===== src/rtl/bus_accum_pkg.sv =====
// Shared opcode and step encodings for the shared-bus processor.
// Assumes a 3-bit opcode and a 2-bit step counter.
package bus_accum_pkg;
    localparam int OPC_W  = 3;
    localparam int STEP_W = 2;

    typedef enum logic [OPC_W-1:0] {
        OP_MOVE = 3'b000,
        OP_LDI  = 3'b001,
        OP_ADD  = 3'b010,
        OP_SUB  = 3'b011
    } opcode_e;

    localparam logic [STEP_W-1:0] STEP_0 = 2'd0;
    localparam logic [STEP_W-1:0] STEP_1 = 2'd1;
    localparam logic [STEP_W-1:0] STEP_2 = 2'd2;
    localparam logic [STEP_W-1:0] STEP_3 = 2'd3;
endpackage


===== src/rtl/step_counter.sv =====
// Step counter: advances once per edge while run is high and returns to
// zero after a done cycle. Assumes a synchronous active-low reset.
module step_counter #(
    parameter int W = 2
) (
    input  logic         clk,
    input  logic         rst_n,
    input  logic         run,
    input  logic         clear,
    output logic [W-1:0] step
);
    // Advance, clear or hold the step count.
    always_ff @(posedge clk) begin
        if (!rst_n)
            step <= '0;
        else if (run) begin
            if (clear)
                step <= '0;
            else
                step <= step + {{(W-1){1'b0}}, 1'b1};
        end
    end
endmodule


===== src/rtl/step_decoder.sv =====
// Control decode: maps the step count and latched instruction onto one-hot
// bus source enables and load strobes. All outputs are low while run is low.
// Source index layout: 0..NREG-1 general registers, NREG result latch,
// NREG+1 the din port.
module step_decoder
    import bus_accum_pkg::*;
#(
    parameter int NREG  = 8,
    parameter int IDX_W = 3,
    parameter int IR_W  = OPC_W + 2 * IDX_W,
    parameter int NSRC  = NREG + 2
) (
    input  logic              run,
    input  logic [STEP_W-1:0] step,
    input  logic [IR_W-1:0]   ir_q,
    output logic              ir_ld,
    output logic              a_ld,
    output logic              g_ld,
    output logic              add_sel,
    output logic [NREG-1:0]   reg_ld,
    output logic [NSRC-1:0]   src_sel,
    output logic              done
);
    opcode_e          op;
    logic [IDX_W-1:0] rx;
    logic [IDX_W-1:0] ry;

    assign op = opcode_e'(ir_q[IR_W-1 -: OPC_W]);
    assign rx = ir_q[2*IDX_W-1:IDX_W];
    assign ry = ir_q[IDX_W-1:0];

    // Derive this step's strobes from opcode and step.
    always_comb begin
        ir_ld   = 1'b0;
        a_ld    = 1'b0;
        g_ld    = 1'b0;
        add_sel = 1'b0;
        reg_ld  = '0;
        src_sel = '0;
        done    = 1'b0;
        if (run) begin
            case (step)
                STEP_0: ir_ld = 1'b1;
                STEP_1: begin
                    case (op)
                        OP_MOVE: begin
                            src_sel[ry] = 1'b1;
                            reg_ld[rx]  = 1'b1;
                            done        = 1'b1;
                        end
                        OP_LDI: begin
                            src_sel[NREG+1] = 1'b1;
                            reg_ld[rx]      = 1'b1;
                            done            = 1'b1;
                        end
                        OP_ADD, OP_SUB: begin
                            src_sel[rx] = 1'b1;
                            a_ld        = 1'b1;
                        end
                        default: done = 1'b1;
                    endcase
                end
                STEP_2: begin
                    if (op == OP_ADD || op == OP_SUB) begin
                        src_sel[ry] = 1'b1;
                        g_ld        = 1'b1;
                        add_sel     = (op == OP_ADD);
                    end
                end
                default: begin
                    if (op == OP_ADD || op == OP_SUB) begin
                        src_sel[NREG] = 1'b1;
                        reg_ld[rx]    = 1'b1;
                        done          = 1'b1;
                    end
                end
            endcase
        end
    end
endmodule


===== src/rtl/bus_select.sv =====
// One-hot AND-OR bus multiplexer. Assumes at most one enable is set;
// with none set the bus is zero.
module bus_select #(
    parameter int DW   = 16,
    parameter int NSRC = 10
) (
    input  logic [NSRC-1:0][DW-1:0] src,
    input  logic [NSRC-1:0]         sel,
    output logic [DW-1:0]           bus
);
    // OR together each source gated by its enable.
    always_comb begin
        bus = '0;
        for (int i = 0; i < NSRC; i++)
            bus = bus | (src[i] & {DW{sel[i]}});
    end
endmodule


===== src/rtl/gp_reg_bank.sv =====
// Bank of general registers. Each register loads the shared bus when its
// own strobe is high. Assumes a synchronous active-low reset.
module gp_reg_bank #(
    parameter int DW   = 16,
    parameter int NREG = 8
) (
    input  logic                    clk,
    input  logic                    rst_n,
    input  logic [NREG-1:0]         ld,
    input  logic [DW-1:0]           d,
    output logic [NREG-1:0][DW-1:0] q
);
    for (genvar g = 0; g < NREG; g++) begin : g_reg
        // Hold or load one general register.
        always_ff @(posedge clk) begin
            if (!rst_n)
                q[g] <= '0;
            else if (ld[g])
                q[g] <= d;
        end
    end
endmodule


===== src/rtl/bus_accum_cpu.sv =====
// Top level of the shared-bus processor. Latches the instruction word, the
// operand latch A and the result latch G, and wires counter, decode, bus
// and register bank together. Assumes DATA_W >= instruction width.
module bus_accum_cpu
    import bus_accum_pkg::*;
#(
    parameter int DATA_W = 16,
    parameter int NREG   = 8
) (
    input  logic              clk,
    input  logic              rst_n,
    input  logic              run,
    input  logic [DATA_W-1:0] din,
    output logic              done,
    output logic [DATA_W-1:0] bus_out
);
    localparam int IDX_W = $clog2(NREG);
    localparam int IR_W  = OPC_W + 2 * IDX_W;
    localparam int NSRC  = NREG + 2;

    logic [STEP_W-1:0]           step;
    logic [IR_W-1:0]             ir_q;
    logic [DATA_W-1:0]           a_q;
    logic [DATA_W-1:0]           g_q;
    logic [DATA_W-1:0]           alu_y;
    logic [NREG-1:0][DATA_W-1:0] reg_q;
    logic [NSRC-1:0][DATA_W-1:0] src_vec;
    logic [NSRC-1:0]             src_sel;
    logic [NREG-1:0]             reg_ld;
    logic                        ir_ld;
    logic                        a_ld;
    logic                        g_ld;
    logic                        add_sel;

    step_counter #(.W(STEP_W)) u_step (
        .clk(clk), .rst_n(rst_n), .run(run), .clear(done), .step(step)
    );

    step_decoder #(.NREG(NREG), .IDX_W(IDX_W), .IR_W(IR_W), .NSRC(NSRC)) u_dec (
        .run(run), .step(step), .ir_q(ir_q), .ir_ld(ir_ld), .a_ld(a_ld),
        .g_ld(g_ld), .add_sel(add_sel), .reg_ld(reg_ld), .src_sel(src_sel),
        .done(done)
    );

    assign src_vec = {din, g_q, reg_q};

    bus_select #(.DW(DATA_W), .NSRC(NSRC)) u_bus (
        .src(src_vec), .sel(src_sel), .bus(bus_out)
    );

    gp_reg_bank #(.DW(DATA_W), .NREG(NREG)) u_regs (
        .clk(clk), .rst_n(rst_n), .ld(reg_ld), .d(bus_out), .q(reg_q)
    );

    // Adder/subtractor: add when add_sel is high, else subtract; wraps.
    assign alu_y = add_sel ? (a_q + bus_out) : (a_q - bus_out);

    // Instruction, operand and result latches.
    always_ff @(posedge clk) begin
        if (!rst_n) begin
            ir_q <= '0;
            a_q  <= '0;
            g_q  <= '0;
        end else begin
            if (ir_ld) ir_q <= din[DATA_W-1 -: IR_W];
            if (a_ld)  a_q  <= bus_out;
            if (g_ld)  g_q  <= alu_y;
        end
    end
endmodule


===== config.mk =====
export PLATFORM = sky130hd
export DESIGN_NAME = bus_accum_cpu
export DESIGN_NICKNAME = d
export VERILOG_FILES = /design/src/rtl/bus_accum_pkg.sv /design/src/rtl/step_counter.sv /design/src/rtl/step_decoder.sv /design/src/rtl/bus_select.sv /design/src/rtl/gp_reg_bank.sv /design/src/rtl/bus_accum_cpu.sv
export SDC_FILE = /design/constraint.sdc
export NUM_CORES = 1
export LEC_CHECK = 0
export CORE_MARGIN = 8
export CORE_UTILIZATION = 50
export CTS_CLUSTER_SIZE = 12
export DETAILED_ROUTE_END_ITERATION = 12
export GPL_TIMING_DRIVEN = 0
export PLACE_DENSITY_LB_ADDON = 0.1
export SLEW_MARGIN = 20
export SYNTH_ARGS = -nofsm -noshare
export SYNTH_HDL_FRONTEND = slang
export SYNTH_HIERARCHICAL = 1
export SYNTH_SLANG_ARGS = --single-unit

===== constraint.sdc =====
create_clock -name clk -period 9.35 [get_ports clk]
set_input_delay 0.935 -clock clk [delete_from_list [all_inputs] [get_ports clk]]
set_output_delay 0.935 -clock clk [all_outputs]
set_load 0.005 [all_outputs]

==> impl_metrics.py <==
metrics = {
    "timing": {
        "finalHoldViolations": 0,
        "finalCritPeriodShare": 0.615,
        "fmax_ghz": 0.174,
        "tightest_slew_ps": 724,
        "skew_ps": 10.3,
        "tns_ps": 0,
        "finalCriticalPeriod_ps": 5750,
        "rsz0062_at_grt": "false",
        "max-slew-margin-rel": 0.516,
        "maxSlewViolCount": 0,
        "setup_violations": 0,
    },
    "status": {
        "status": "finished, final reports clean",
    },
    "place": {
        "dp_cells": 1166,
        "gp_congestion": 0.880,
        "dpl.hpwl_um": 18100,
        "port_buffers": 35,
    },
    "floorplanning": {
        "die_area_um2": 22700,
        "ios": 36,
        "initial_core_util": 0.507,
        "core_um2": 17800,
        "die_h_um": 151,
        "rows": 49,
        "fp.dieW_um": 151,
    },
    "yosys": {
        "synthFlopType": "dfxtp_1",
        "synth_cell_type_count": 67,
        "synth_async_sr_flop_share": 0,
        "synth.avg_cell_area_um2": 10.0,
        "yosys_warnings": 6,
        "syn_inst": 902,
        "ys_ff_latch": 171,
        "synth-seq-area-share": 0.378,
        "synth_nets": 945,
        "synth_edf_count": 0,
        "synth_area_um2": 9050,
    },
    "clocking": {
        "holdBufCountCts": 0,
        "cts_inserted_buffers": 17,
        "insertion_delay_ps": 430,
        "htree_num_levels": 4,
        "root_buffer": "clkbuf_16",
        "cts_resized": 0,
        "cts.reportedPaths.clkPinSlew_ps": 60,
        "clock_sinks": 171,
        "cts_tree": "done",
        "clockBufferDepth": 2,
        "cts_setup_buffers": 0,
    },
    "cells_and_area": {
        "drive_gt1_frac": 0.115,
        "fin_nets": 999,
        "n_antenna_cell": 0,
        "finalNonFillerCells": 1198,
        "areaGrowthSynthToFinish_pct": 13.4,
    },
    "hold_path": {
        "min_to": "g_q[6]",
        "hp-class": "register to register",
        "holdCritStartpoint": "g_q[6]",
        "hold_depth": 2,
    },
    "setup_path": {
        "r2r_slack_ps": 3970,
        "cp-start-kind": "input port",
        "criticalPathCategory": "input port to register",
        "worst_setup_path_end_kind": "register",
        "worst-r2r-cell-count": 20,
        "cp.arrival_ps": 6060,
        "r2r-start": "u_step/step[0]",
        "cp_data_required_time_ps": 9660,
        "cp_max_fo": 10,
        "timing.rr.end": "g_q[13]",
    },
    "power_and_ir_drop": {
        "leakage_nw": 3.47,
        "ir_worst_vdd_mv": 0.142,
        "powerDensity_nw_per_um2": 149,
    },
    "global_route": {
        "grt_remaining_overflow": 0,
        "grt_pass1_wl_um": 37500,
        "grtUsageTotal": 0.218,
        "grt_max_degree": 17,
        "first_global_vias": 6511,
        "antenna_found_initial": 0,
    },
    "routing": {
        "wl_per_cell_um": 20.2,
        "viasPerCell": 5.56,
        "drt-total-wl_um": 24200,
        "drtAntennaViolNets": 0,
        "drc": 0,
        "vias": 6666,
        "drt_first_iter_violations": 364,
        "drt_pass1_iterations": 5,
    },
    "flow_run": {
        "maxCapViolations": 0,
    },
}
## synth_stat cells, types with 13 or more instances
cell      instances  area share
a22oi_1          49       0.041
a21oi_1          22       0.012
buf_2            22       0.012
nor2b_1         133       0.092
a22o_1           15       0.015
nand4_1          21       0.015
nor2_1           50       0.021
clkbuf_1         25       0.010
buf_6            23       0.029
ha_1             23       0.032
dfxtp_1         171        0.38
nand2_1          16      0.0066
mux2i_1         159        0.18
xor2_1           13       0.013
## critical path: stages
cell and delay [ps]:
clkdlybuf4s50_1 580, clkbuf_1 360, nand4b_1 190, o22ai_1 160, clkbuf_1 510, buf_2 360, a22oi_1 150, nand4_1 300
inv_1 90, ha_1 300, mux2_2 290, fa_1 450, a21oi_1 210, o21ai_0 200, a2111oi_0 660, nor3_1 120
nand3b_1 170
## registers in the layout (all words and copies together), names as in the netlist
| name | flops |
|---|---|
| u_step/step | 2 |
| g_q | 16 |
| a_q | 16 |
| u_regs/q | 128 |
| ir_q | 9 |
## cell type report
class                           count  area, µm²
Inverter                           10       37.5
Fill cell                        1591       7580
Timing Repair Buffer               35        350
Sequential cell                   171       3420
Multi-Input combinational cell    641       4940
Clock inverter                     13        144
Tap cell                          229        287
Buffer                             80        646
Clock buffer                       19        433
## per-layer routing
layer / routed length, µm / global-route usage / vias to the layer above
met5: 0 / 0 / -
met4: 323 / 0.0540 / 0
met3: 886 / 0.0451 / 25
met2: 11200 / 0.352 / 123
met1: 11800 / 0.290 / 3175
li1: - / - / 3343
## metrics by stage
step                hold slack, ps   util  total power, mW  instance area [µm²]  worst slack, ps
floorplan                      454      -            0.812                 9050             4860
global placement               473  0.543            0.845                 9690             3140
detailed placement             485  0.543            0.845                 9690             3150
CTS                            500  0.575             1.54                10300             3570
global route                   509  0.575             1.58                10300             3110
finish                         490  0.575             1.53                10300             3600
## power breakdown
| part | leakage, nW | total [mW] | internal, mW | switching, mW |
|---|---|---|---|---|
| clock | 0.275 | 0.704 | 0.396 | 0.308 |
| combinational | 1.82 | 0.0915 | 0.0414 | 0.0500 |
| sequential | 1.38 | 0.737 | 0.732 | 0.00525 |
| total | 3.47 | 1.53 | 1.17 | 0.364 |
## cell usage in the layout, fill, tap and decap left out, drive strengths merged, types with 4 or more instances in the layout
cell / instances
a21o: 4
a21oi: 22
a221oi: 16
a22o: 16
a22oi: 49
a31oi: 4
and3: 4
buf: 55
clkbuf: 44
clkdlybuf4s50: 35
clkinv: 7
dfxtp: 171
ha: 23
inv: 11
mux2i: 159
nand2: 16
nand2b: 4
nand3: 11
nand4: 21
nor2: 50
nor2b: 133
nor3: 9
nor4: 5
o21a: 5
o21ai: 13
o22ai: 9
or3: 4
xnor2: 10
xor2: 13
## cell families (layout without fill, tap and decap cells)
logic type               after synthesis  in the layout  synth area share
AO/OA/AOI/OAI                        152            152             0.128
flip-flops                           171            171             0.378
adder cells (fa/ha/maj)               24             24            0.0340
AND/OR/NAND/NOR                      281            281             0.184
buffers and inverters                 90            157            0.0755
XOR/XNOR                              23             23            0.0223
multiplexers                         161            161             0.178
## how the worst max path moves through the flow
stage	slack, ps	depth (start not counted)	endpoint	startpoint
detailed placement	3150	21	g_q[15]	run
global placement	3140	21	g_q[15]	run
CTS	3570	21	g_q[15]	run
global route	3110	21	g_q[13]	run
finish	3600	17	g_q[8]	run
floorplan	4860	20	g_q[15]	run
(Power assumes the default switching activity.)
